==> src/rtl/clmul_pkg.sv <==
package clmul_pkg;
  typedef enum logic [1:0] {
    OP_LO  = 2'b00,
    OP_HI  = 2'b01,
    OP_REV = 2'b10,
    OP_ALT = 2'b11
  } clmul_op_e;
endpackage

==> src/rtl/clmul_ctrl.sv <==
module clmul_ctrl #(
  parameter int W = 32
) (
  input  logic clk,
  input  logic rst_n,
  input  logic start_req,
  output logic busy_o,
  output logic load_en_o,
  output logic step_en_o,
  output logic last_o,
  output logic done_o
);
  localparam int CW = (W > 1) ? $clog2(W) : 1;
  localparam logic [CW-1:0] LAST_CNT = CW'(W - 1);

  logic          busy_q, busy_n;
  logic [CW-1:0] cnt_q, cnt_n;
  logic          done_q, done_n;

  assign load_en_o = start_req & ~busy_q;
  assign step_en_o = busy_q;
  assign last_o    = busy_q & (cnt_q == LAST_CNT);

  always_comb begin
    busy_n = busy_q;
    cnt_n  = cnt_q;
    done_n = last_o;
    if (load_en_o) begin
      busy_n = 1'b1;
      cnt_n  = '0;
    end else if (step_en_o) begin
      cnt_n = cnt_q + 1'b1;
      if (last_o) begin
        busy_n = 1'b0;
      end
    end
  end

  always_ff @(posedge clk or negedge rst_n) begin
    if (!rst_n) begin
      busy_q <= 1'b0;
      cnt_q  <= '0;
      done_q <= 1'b0;
    end else begin
      busy_q <= busy_n;
      cnt_q  <= cnt_n;
      done_q <= done_n;
    end
  end

  assign busy_o = busy_q;
  assign done_o = done_q;
endmodule

==> src/rtl/clmul_datapath.sv <==
module clmul_datapath #(
  parameter int W = 32
) (
  input  logic           clk,
  input  logic           rst_n,
  input  logic           load_en,
  input  logic           step_en,
  input  logic [W-1:0]   opa_i,
  input  logic [W-1:0]   opb_i,
  output logic [2*W-1:0] prod_next_o
);
  localparam int PW = 2 * W;

  logic [PW-1:0] acc_q, acc_n;
  logic [PW-1:0] mcand_q, mcand_n;
  logic [W-1:0]  mplier_q, mplier_n;
  logic [PW-1:0] term;

  for (genvar i = 0; i < PW; i++) begin : g_term
    assign term[i] = mcand_q[i] & mplier_q[0];
  end

  assign prod_next_o = acc_q ^ term;

  always_comb begin
    acc_n    = acc_q;
    mcand_n  = mcand_q;
    mplier_n = mplier_q;
    if (load_en) begin
      acc_n    = '0;
      mcand_n  = {{W{1'b0}}, opb_i};
      mplier_n = opa_i;
    end else if (step_en) begin
      acc_n    = prod_next_o;
      mcand_n  = {mcand_q[PW-2:0], 1'b0};
      mplier_n = {1'b0, mplier_q[W-1:1]};
    end
  end

  always_ff @(posedge clk or negedge rst_n) begin
    if (!rst_n) begin
      acc_q    <= '0;
      mcand_q  <= '0;
      mplier_q <= '0;
    end else begin
      acc_q    <= acc_n;
      mcand_q  <= mcand_n;
      mplier_q <= mplier_n;
    end
  end
endmodule

==> src/rtl/clmul_select.sv <==
module clmul_select
  import clmul_pkg::*;
#(
  parameter int W = 32
) (
  input  clmul_op_e      op_i,
  input  logic [2*W-1:0] prod_i,
  output logic [W-1:0]   res_o
);
  always_comb begin
    unique case (op_i)
      OP_HI:   res_o = prod_i[2*W-1:W];
      OP_REV:  res_o = prod_i[2*W-2:W-1];
      default: res_o = prod_i[W-1:0];
    endcase
  end
endmodule

==> src/rtl/clmul_unit.sv <==
module clmul_unit
  import clmul_pkg::*;
#(
  parameter int W = 32
) (
  input  logic         clk,
  input  logic         rst_n,
  input  logic         req_valid,
  input  logic [1:0]   req_op,
  input  logic [W-1:0] req_a,
  input  logic [W-1:0] req_b,
  output logic         busy,
  output logic         rsp_ready,
  output logic [W-1:0] rsp_data
);
  logic           load_en, step_en, last_step, done;
  logic [2*W-1:0] prod_next;
  logic [W-1:0]   sel_res;
  clmul_op_e      op_q, op_n;
  logic [W-1:0]   data_q, data_n;

  clmul_ctrl #(.W(W)) i_ctrl (
    .clk       (clk),
    .rst_n     (rst_n),
    .start_req (req_valid),
    .busy_o    (busy),
    .load_en_o (load_en),
    .step_en_o (step_en),
    .last_o    (last_step),
    .done_o    (done)
  );

  clmul_datapath #(.W(W)) i_dp (
    .clk         (clk),
    .rst_n       (rst_n),
    .load_en     (load_en),
    .step_en     (step_en),
    .opa_i       (req_a),
    .opb_i       (req_b),
    .prod_next_o (prod_next)
  );

  clmul_select #(.W(W)) i_sel (
    .op_i   (op_q),
    .prod_i (prod_next),
    .res_o  (sel_res)
  );

  always_comb begin
    op_n   = load_en ? clmul_op_e'(req_op) : op_q;
    data_n = last_step ? sel_res : data_q;
  end

  always_ff @(posedge clk or negedge rst_n) begin
    if (!rst_n) begin
      op_q   <= OP_LO;
      data_q <= '0;
    end else begin
      op_q   <= op_n;
      data_q <= data_n;
    end
  end

  assign rsp_ready = done;
  assign rsp_data  = data_q;
endmodule

==> config.mk <==
export PLATFORM = sky130hd
export DESIGN_NAME = clmul_unit
export DESIGN_NICKNAME = d
export VERILOG_FILES = /design/src/rtl/clmul_pkg.sv /design/src/rtl/clmul_ctrl.sv /design/src/rtl/clmul_datapath.sv /design/src/rtl/clmul_select.sv /design/src/rtl/clmul_unit.sv
export SDC_FILE = /design/constraint.sdc
export NUM_CORES = 1
export LEC_CHECK = 0
export ABC_AREA = 1
export CAP_MARGIN = 10
export CORE_AREA = 5 5 175 177
export CTS_BUF_LIST = sky130_fd_sc_hd__clkbuf_8
export DETAILED_ROUTE_END_ITERATION = 8
export DIE_AREA = 0 0 180 182
export SLEW_MARGIN = 20
export SYNTH_ARGS = -nofsm -noshare
export SYNTH_HDL_FRONTEND = slang
export SYNTH_SLANG_ARGS = --single-unit
export TNS_END_PERCENT = 30
==> constraint.sdc <==
create_clock -name clk -period 5.4 [get_ports clk]
set_input_delay 0.54 -clock clk [delete_from_list [all_inputs] [get_ports clk]]
set_output_delay 0.54 -clock clk [all_outputs]
set_load 0.02 [all_outputs]
== Yosys cells after proc, flatten, opt, wreduce, memory -nomap -nowiden ==
Cells that the tools add are included.

* Bits in read-only memories: 0
* Memories: 0
* Logic and storage cells: 93
* Input port bits: 69
* Bits in latches: 0
* Bits in registers: 201
* RAM bits: 0

* Reduce and logical (&&, ||, !) cells: 1
* Muxes and demuxes: 12
* Divide/modulo/power cells: 0
* Add/subtract/negate cells: 1
* Bitwise logic cells: 68
* Shifts and indexed selects: 0
* Equal/unequal tests: 3
* Order comparisons: 0
* Multiply operators: 0

{| class="wikitable"
|+ Operator list
! operator !! count
|-
| 2-to-1 mux 64 bit || 4
|-
| AND 1 bit || 66
|-
| 2-to-1 mux 32 bit || 2
|-
| one-hot mux 32 bit (2 select lines) || 1
|-
| XOR 64 bit || 1
|-
| 2-to-1 mux 5 bit || 2
|-
| adder 5 x 1 -> 5 bit, second input constant || 1
|-
| == test 5 bit, second input constant || 1
|-
| 2-to-1 mux 1 bit || 3
|-
| == test 2 x 1 -> 1 bit, second input constant || 1
|-
| == test 2 bit, second input constant || 1
|-
| nonzero test 2 bit || 1
|-
| NOT 1 bit || 1
|}

== Logic depth before layout (Yosys ltp) ==
* Word-level depth: 5
* Gate-level depth with buffers: 10
* Mapped depth without buffers: 9

== Hierarchy ==
A second synthesis with hierarchy kept.

* Cells, all modules: 1514
* Area total of the unflattened synthesis: 10531.4 um^2

{| class="wikitable"
|+ Modules (own cells, without submodules)
! module !! area an instance (um^2) !! cells an instance !! times used !! seq. area each (um^2)
|-
| clmul_datapath || 7953.9 || 1119 || 1 || 4003.8
|-
| clmul_unit || 1368.8 || 145 || 1 || 850.8
|-
| clmul_select || 878.3 || 210 || 1 || 0.0
|-
| clmul_ctrl || 330.3 || 40 || 1 || 175.2
|}

== Worst setup path before layout ==
OpenSTA, ideal clock, no wires.

* Path kind: flip-flop to flip-flop
* From: register i_ctrl.cnt_q[0]
* To: register data_q[10] (netlist: rsp_data[10])
* Cell stages (with the launch flop): 11
* Path buffers: 1
* Arrival time: 1.575 ns
* Required time: 5.284 ns
* Period minus slack after synthesis: 1.692 ns
* Path slack: 3.708 ns
* Cell sequence: dfrtp_1 ha_1 and3_1 ha_1 nand2_4 clkinv_1 buf_2 nand2_1 inv_1 nand2_1 nand2_1

* Cells in the longest elaborated chain, start to end: 2

{| class="wikitable"
|+ RTL lines
! element !! RTL line !! text
|-
| start, declared || clmul_ctrl.sv:17 || <nowiki>logic [CW-1:0] cnt_q, cnt_n;</nowiki>
|-
| start signal, assigned || clmul_ctrl.sv:46 || <nowiki>cnt_q <= cnt_n;</nowiki>
|-
| == test 5 bit || clmul_ctrl.sv:22 || <nowiki>assign last_o = busy_q & (cnt_q == LAST_CNT);</nowiki>
|-
| AND 1 bit || clmul_ctrl.sv:22 ||
|-
| end signal, assigned || clmul_unit.sv:60 || <nowiki>data_q <= data_n;</nowiki>
|-
| end, declared || clmul_unit.sv:20 || <nowiki>logic [W-1:0] data_q, data_n;</nowiki>
|}

Every way passes these cells.
A chain may end at the register's enable or synchronous reset.

== Worst setup path after layout ==
* From: register i_ctrl.busy_q (netlist: i_ctrl.busy_o)
* To: register i_dp.mplier_q[0]

* Cells in the longest elaborated chain, start to end: 3
* Elaborated cells on any way between the ends: 4
* Those cells by class: mux (1); bitwise (2); reduce/logical (1)

{| class="wikitable"
|+ RTL lines
! element !! RTL line !! text
|-
| start, declared || clmul_ctrl.sv:16 || <nowiki>logic busy_q, busy_n;</nowiki>
|-
| start signal, assigned || clmul_ctrl.sv:45 || <nowiki>busy_q <= busy_n;</nowiki>
|-
| NOT 1 bit || clmul_ctrl.sv:20 || <nowiki>assign load_en_o = start_req & ~busy_q;</nowiki>
|-
| AND 1 bit || clmul_ctrl.sv:20 ||
|-
| 2-to-1 mux 32 bit or nonzero test 2 bit (tied branches) || - ||
|-
| end signal, assigned || clmul_datapath.sv:48 || <nowiki>mplier_q <= mplier_n;</nowiki>
|-
| end, declared || clmul_datapath.sv:16 || <nowiki>logic [W-1:0] mplier_q, mplier_n;</nowiki>
|}

Parallel ways exist; a longest one is shown, timed or not.

==> impl_metrics.env <==
export IMPL_synth_area_um2=9990
export IMPL_finClkSkew_ns=0.0154
export IMPL_start_util=0.343
export IMPL_synthTopCellsByArea="dfrtp_1 (50%), nand2_1 (16%), nand3_1 (11%)"
export IMPL_hold_violations=0
export IMPL_port_buffers=102
export IMPL_synth_xor_area_frac=0
export IMPL_die_y_um=182
export IMPL_yosysWarnings=0
export IMPL_cts_buffer_depth=3
export IMPL_slew_violations=0
export IMPL_maxCapViolCount=0
export IMPL_gp_congestion=0.769
export IMPL_rsz0062_at_grt="no"
export IMPL_fill_cells=2914
export IMPL_min_period_ns=3.22
export IMPL_p_per_area_nw_per_um2=567
export IMPL_antenna_left=0
export IMPL_syn_area_per_cell_um2=7.77
export IMPL_slew_headroom=0.288
export IMPL_yosys_area_top_type="dfrtp_1"
export IMPL_ctsResizeCount=0
export IMPL_htree_levels=2
export IMPL_worstPathRequired_ns=5.84
export IMPL_core_um2=29100
export IMPL_postCtsHoldBufs=0
export IMPL_wl_per_cell_um=14.5
export IMPL_endpoint_kind="flip-flop"
export IMPL_placementRows=63
export IMPL_p_leak_nw=5.84
export IMPL_worst_path_buf_inv=2
export IMPL_hp_class="in -> async"
export IMPL_cts_setup_buffers=0
export IMPL_crit_family="buffers and inverters"
export IMPL_vias=8736
export IMPL_synth_top_area_share=0.504
export IMPL_cts_root_buf="clkbuf_8"
export IMPL_die_area_um2=32800
export IMPL_finalSetupViolCount=0
export IMPL_synthMuxAreaShare=0
export IMPL_initialDrtViolationCount=607
export IMPL_firstDrtPassIters=5
export IMPL_fin_ws_ns=2.18
export IMPL_drive_above_1_share=0.0518
export IMPL_clock_fmax_ghz=0.310
export IMPL_grt_max_degree=126
export IMPL_outcome="completed"
export IMPL_final_cell_mix="nand2_1 (428), nand3_1 (228), dfrtp_1 (199), inv_1 (189), clkdlybuf4s50_1 (101)"
export IMPL_grt_overflow=0
export IMPL_synth_seq_cells=201
export IMPL_worstSkewPairLatency_ns=0.52
export IMPL_final_common_cell="nand2_1"
export IMPL_worst_slew_pin_slew_ns=1.06
export IMPL_fin_total_pwr_w=0.00678
export IMPL_crit_type="reg -> reg"
export IMPL_r2r_start="i_ctrl.busy_o$_DFF_PN0_"
export IMPL_ios=103
export IMPL_post_route_period_util=0.597
export IMPL_critPathMaxStageDelay_ns=0.87
export IMPL_arrival_ns=3.66
export IMPL_setup_tns_final_ns=0
export IMPL_cts_sinks=201
export IMPL_peakVddDrop_mv=0.222
export IMPL_synth_cells=1285
export IMPL_path_cells="inv_4, nand2_4, inv_1, nand2_1, o211ai_1"
export IMPL_synthSimpleGateAreaFrac=0.280
export IMPL_synth_compound_area_share=0.104
export IMPL_avgViaCountPerCell=4.91
export IMPL_synthAdderAreaFrac=0.00501
export IMPL_grt_pass1_wl_um=43000
export IMPL_grt_pass1_vias=8483
export IMPL_nets=1433
export IMPL_syn_nets=1358
export IMPL_clk_pin_slew_ns=0.06
export IMPL_synth_top_family_by_area="simple AND/OR/NAND/NOR gates"
export IMPL_critPathMaxFanout=78
export IMPL_track_usage=0.155
export IMPL_cpMaxStageDelayCell="inv_1"
export IMPL_yosysSeqAreaShare=0.504
export IMPL_area_growth_pct=19.7
export IMPL_num_antenna_cells=0
export IMPL_synth_cell_types=27
export IMPL_regToRegSetupSlack_ns=2.18
export IMPL_drc=0
export IMPL_ff2ff_path_depth=5
export IMPL_routed_wl_um=25800
export IMPL_r2r_end="i_dp.mplier_q[0]$_DFFE_PN0P_"
export IMPL_antenna_found_initial=1
export IMPL_cts_made_buffers=37
export IMPL_pre_cts_ws_ns=2.13
export IMPL_hpwlAfterDp_um=16000
export IMPL_worst_setup_path_start_kind="flip-flop"
export IMPL_die_w_um=180
export IMPL_cts_tree="yes"
==> kinds of logic (layout without fill, tap and decap cells) <==
kind of cell / after synthesis / count (layout)
buffers and inverters: 255 / 359
adder cells (fa/ha/maj): 4 / 4
flip-flops: 201 / 201
AND/OR/NAND/NOR: 663 / 663
AO/OA/AOI/OAI: 162 / 162
==> worst register-to-register path, cell delays in order, from the launching register on <==
cell	delay, ns
dfrtp_2	0.62
inv_4	0.76
nand2_4	0.63
inv_1	0.87
nand2_1	0.14
o211ai_1	0.12
==> worst max path at each step <==
| stage | cells past startpoint | start | end | slack (ns) |
|---|---|---|---|---|
| finish | 5 | i_ctrl.busy_o$_DFF_PN0_ | i_dp.mplier_q[0]$_DFFE_PN0P_ | 2.18 |
| global route | 5 | i_ctrl.busy_o$_DFF_PN0_ | i_dp.mcand_q[9]$_DFFE_PN0P_ | 1.89 |
| CTS | 5 | i_ctrl.busy_o$_DFF_PN0_ | i_dp.mcand_q[23]$_DFFE_PN0P_ | 2.12 |
| detailed placement | 5 | i_ctrl.busy_o$_DFF_PN0_ | i_dp.mplier_q[0]$_DFFE_PN0P_ | 2.13 |
| global placement | 5 | i_ctrl.busy_o$_DFF_PN0_ | i_dp.mcand_q[25]$_DFFE_PN0P_ | 2.21 |
| floorplan | 10 | i_ctrl.cnt_q[0]$_DFFE_PN0P_ | rsp_data[10]$_DFFE_PN0P_ | 3.71 |
==> flip-flops by register name, summed over array words and instances, names as in the netlist <==
signal         cells
i_dp.acc_q        64
i_dp.mcand_q      64
i_dp.mplier_q     32
rsp_data          32
i_ctrl.cnt_q       5
op_q               2
i_ctrl.busy_o      1
i_ctrl.done_o      1
==> area by class of cell <==
type | instances | area (µm²) | area share
inverters | 180 | 678 | 0.0567
clock inverters | 17 | 73.8 | 0.00617
flip-flops and latches | 201 | 5030 | 0.421
clock buffers | 51 | 702 | 0.0587
well taps | 390 | 488 | 0.0408
multi-input cells | 829 | 3890 | 0.325
repair buffers | 111 | 1090 | 0.0915
==> Yosys cell counts <==
| master | count |
|---|---|
| and3_1 | 1 |
| o21ai_0 | 62 |
| a31oi_1 | 1 |
| nand2_2 | 1 |
| dfrtp_1 | 201 |
| nand2_1 | 428 |
| clkinv_1 | 1 |
| o21ai_1 | 9 |
| buf_4 | 15 |
| buf_6 | 3 |
| clkbuf_1 | 22 |
| a22oi_1 | 1 |
| inv_4 | 1 |
| o22ai_1 | 30 |
| buf_2 | 28 |
| nand4_1 | 1 |
| a22o_1 | 2 |
| nor2_1 | 2 |
| inv_2 | 1 |
| inv_1 | 177 |
| a21oi_1 | 1 |
| o221ai_1 | 32 |
| buf_1 | 7 |
| ha_1 | 4 |
| nand3_1 | 228 |
| o211ai_1 | 24 |
| nand2_4 | 2 |
==> metal layers <==
layer / vias to the layer above / share of wire / global-route usage
met4: 2 / 0.021 / 0.0448
met1: 4138 / 0.50 / 0.227
met5: - / 0.00050 / 0
met2: 231 / 0.43 / 0.236
met3: 36 / 0.048 / 0.0276
li1: 4329 / - / -
==> stage by stage <==
| step | utilization | hold slack (ns) | cells | instance area (µm²) |
|---|---|---|---|---|
| finish | 0.411 | 0.114 | 1779 | 12000 |
| floorplan | - | 0.244 | 1285 | 9990 |
| CTS | 0.411 | 0.226 | 1779 | 12000 |
| detailed placement | 0.384 | 0.470 | 1711 | 11200 |
| global placement | 0.384 | 0.467 | 1711 | 11200 |
| global route | 0.411 | 0.216 | 1779 | 12000 |
==> report_power, final <==
group	internal, W	total, W	switching (W)
logic	0.00103	0.00272	0.00169
clock network	0.000840	0.00149	0.000646
registers	0.00212	0.00258	0.000456
total	0.00399	0.00678	0.00279
No activity file was read; power rests on OpenSTA's default activity.
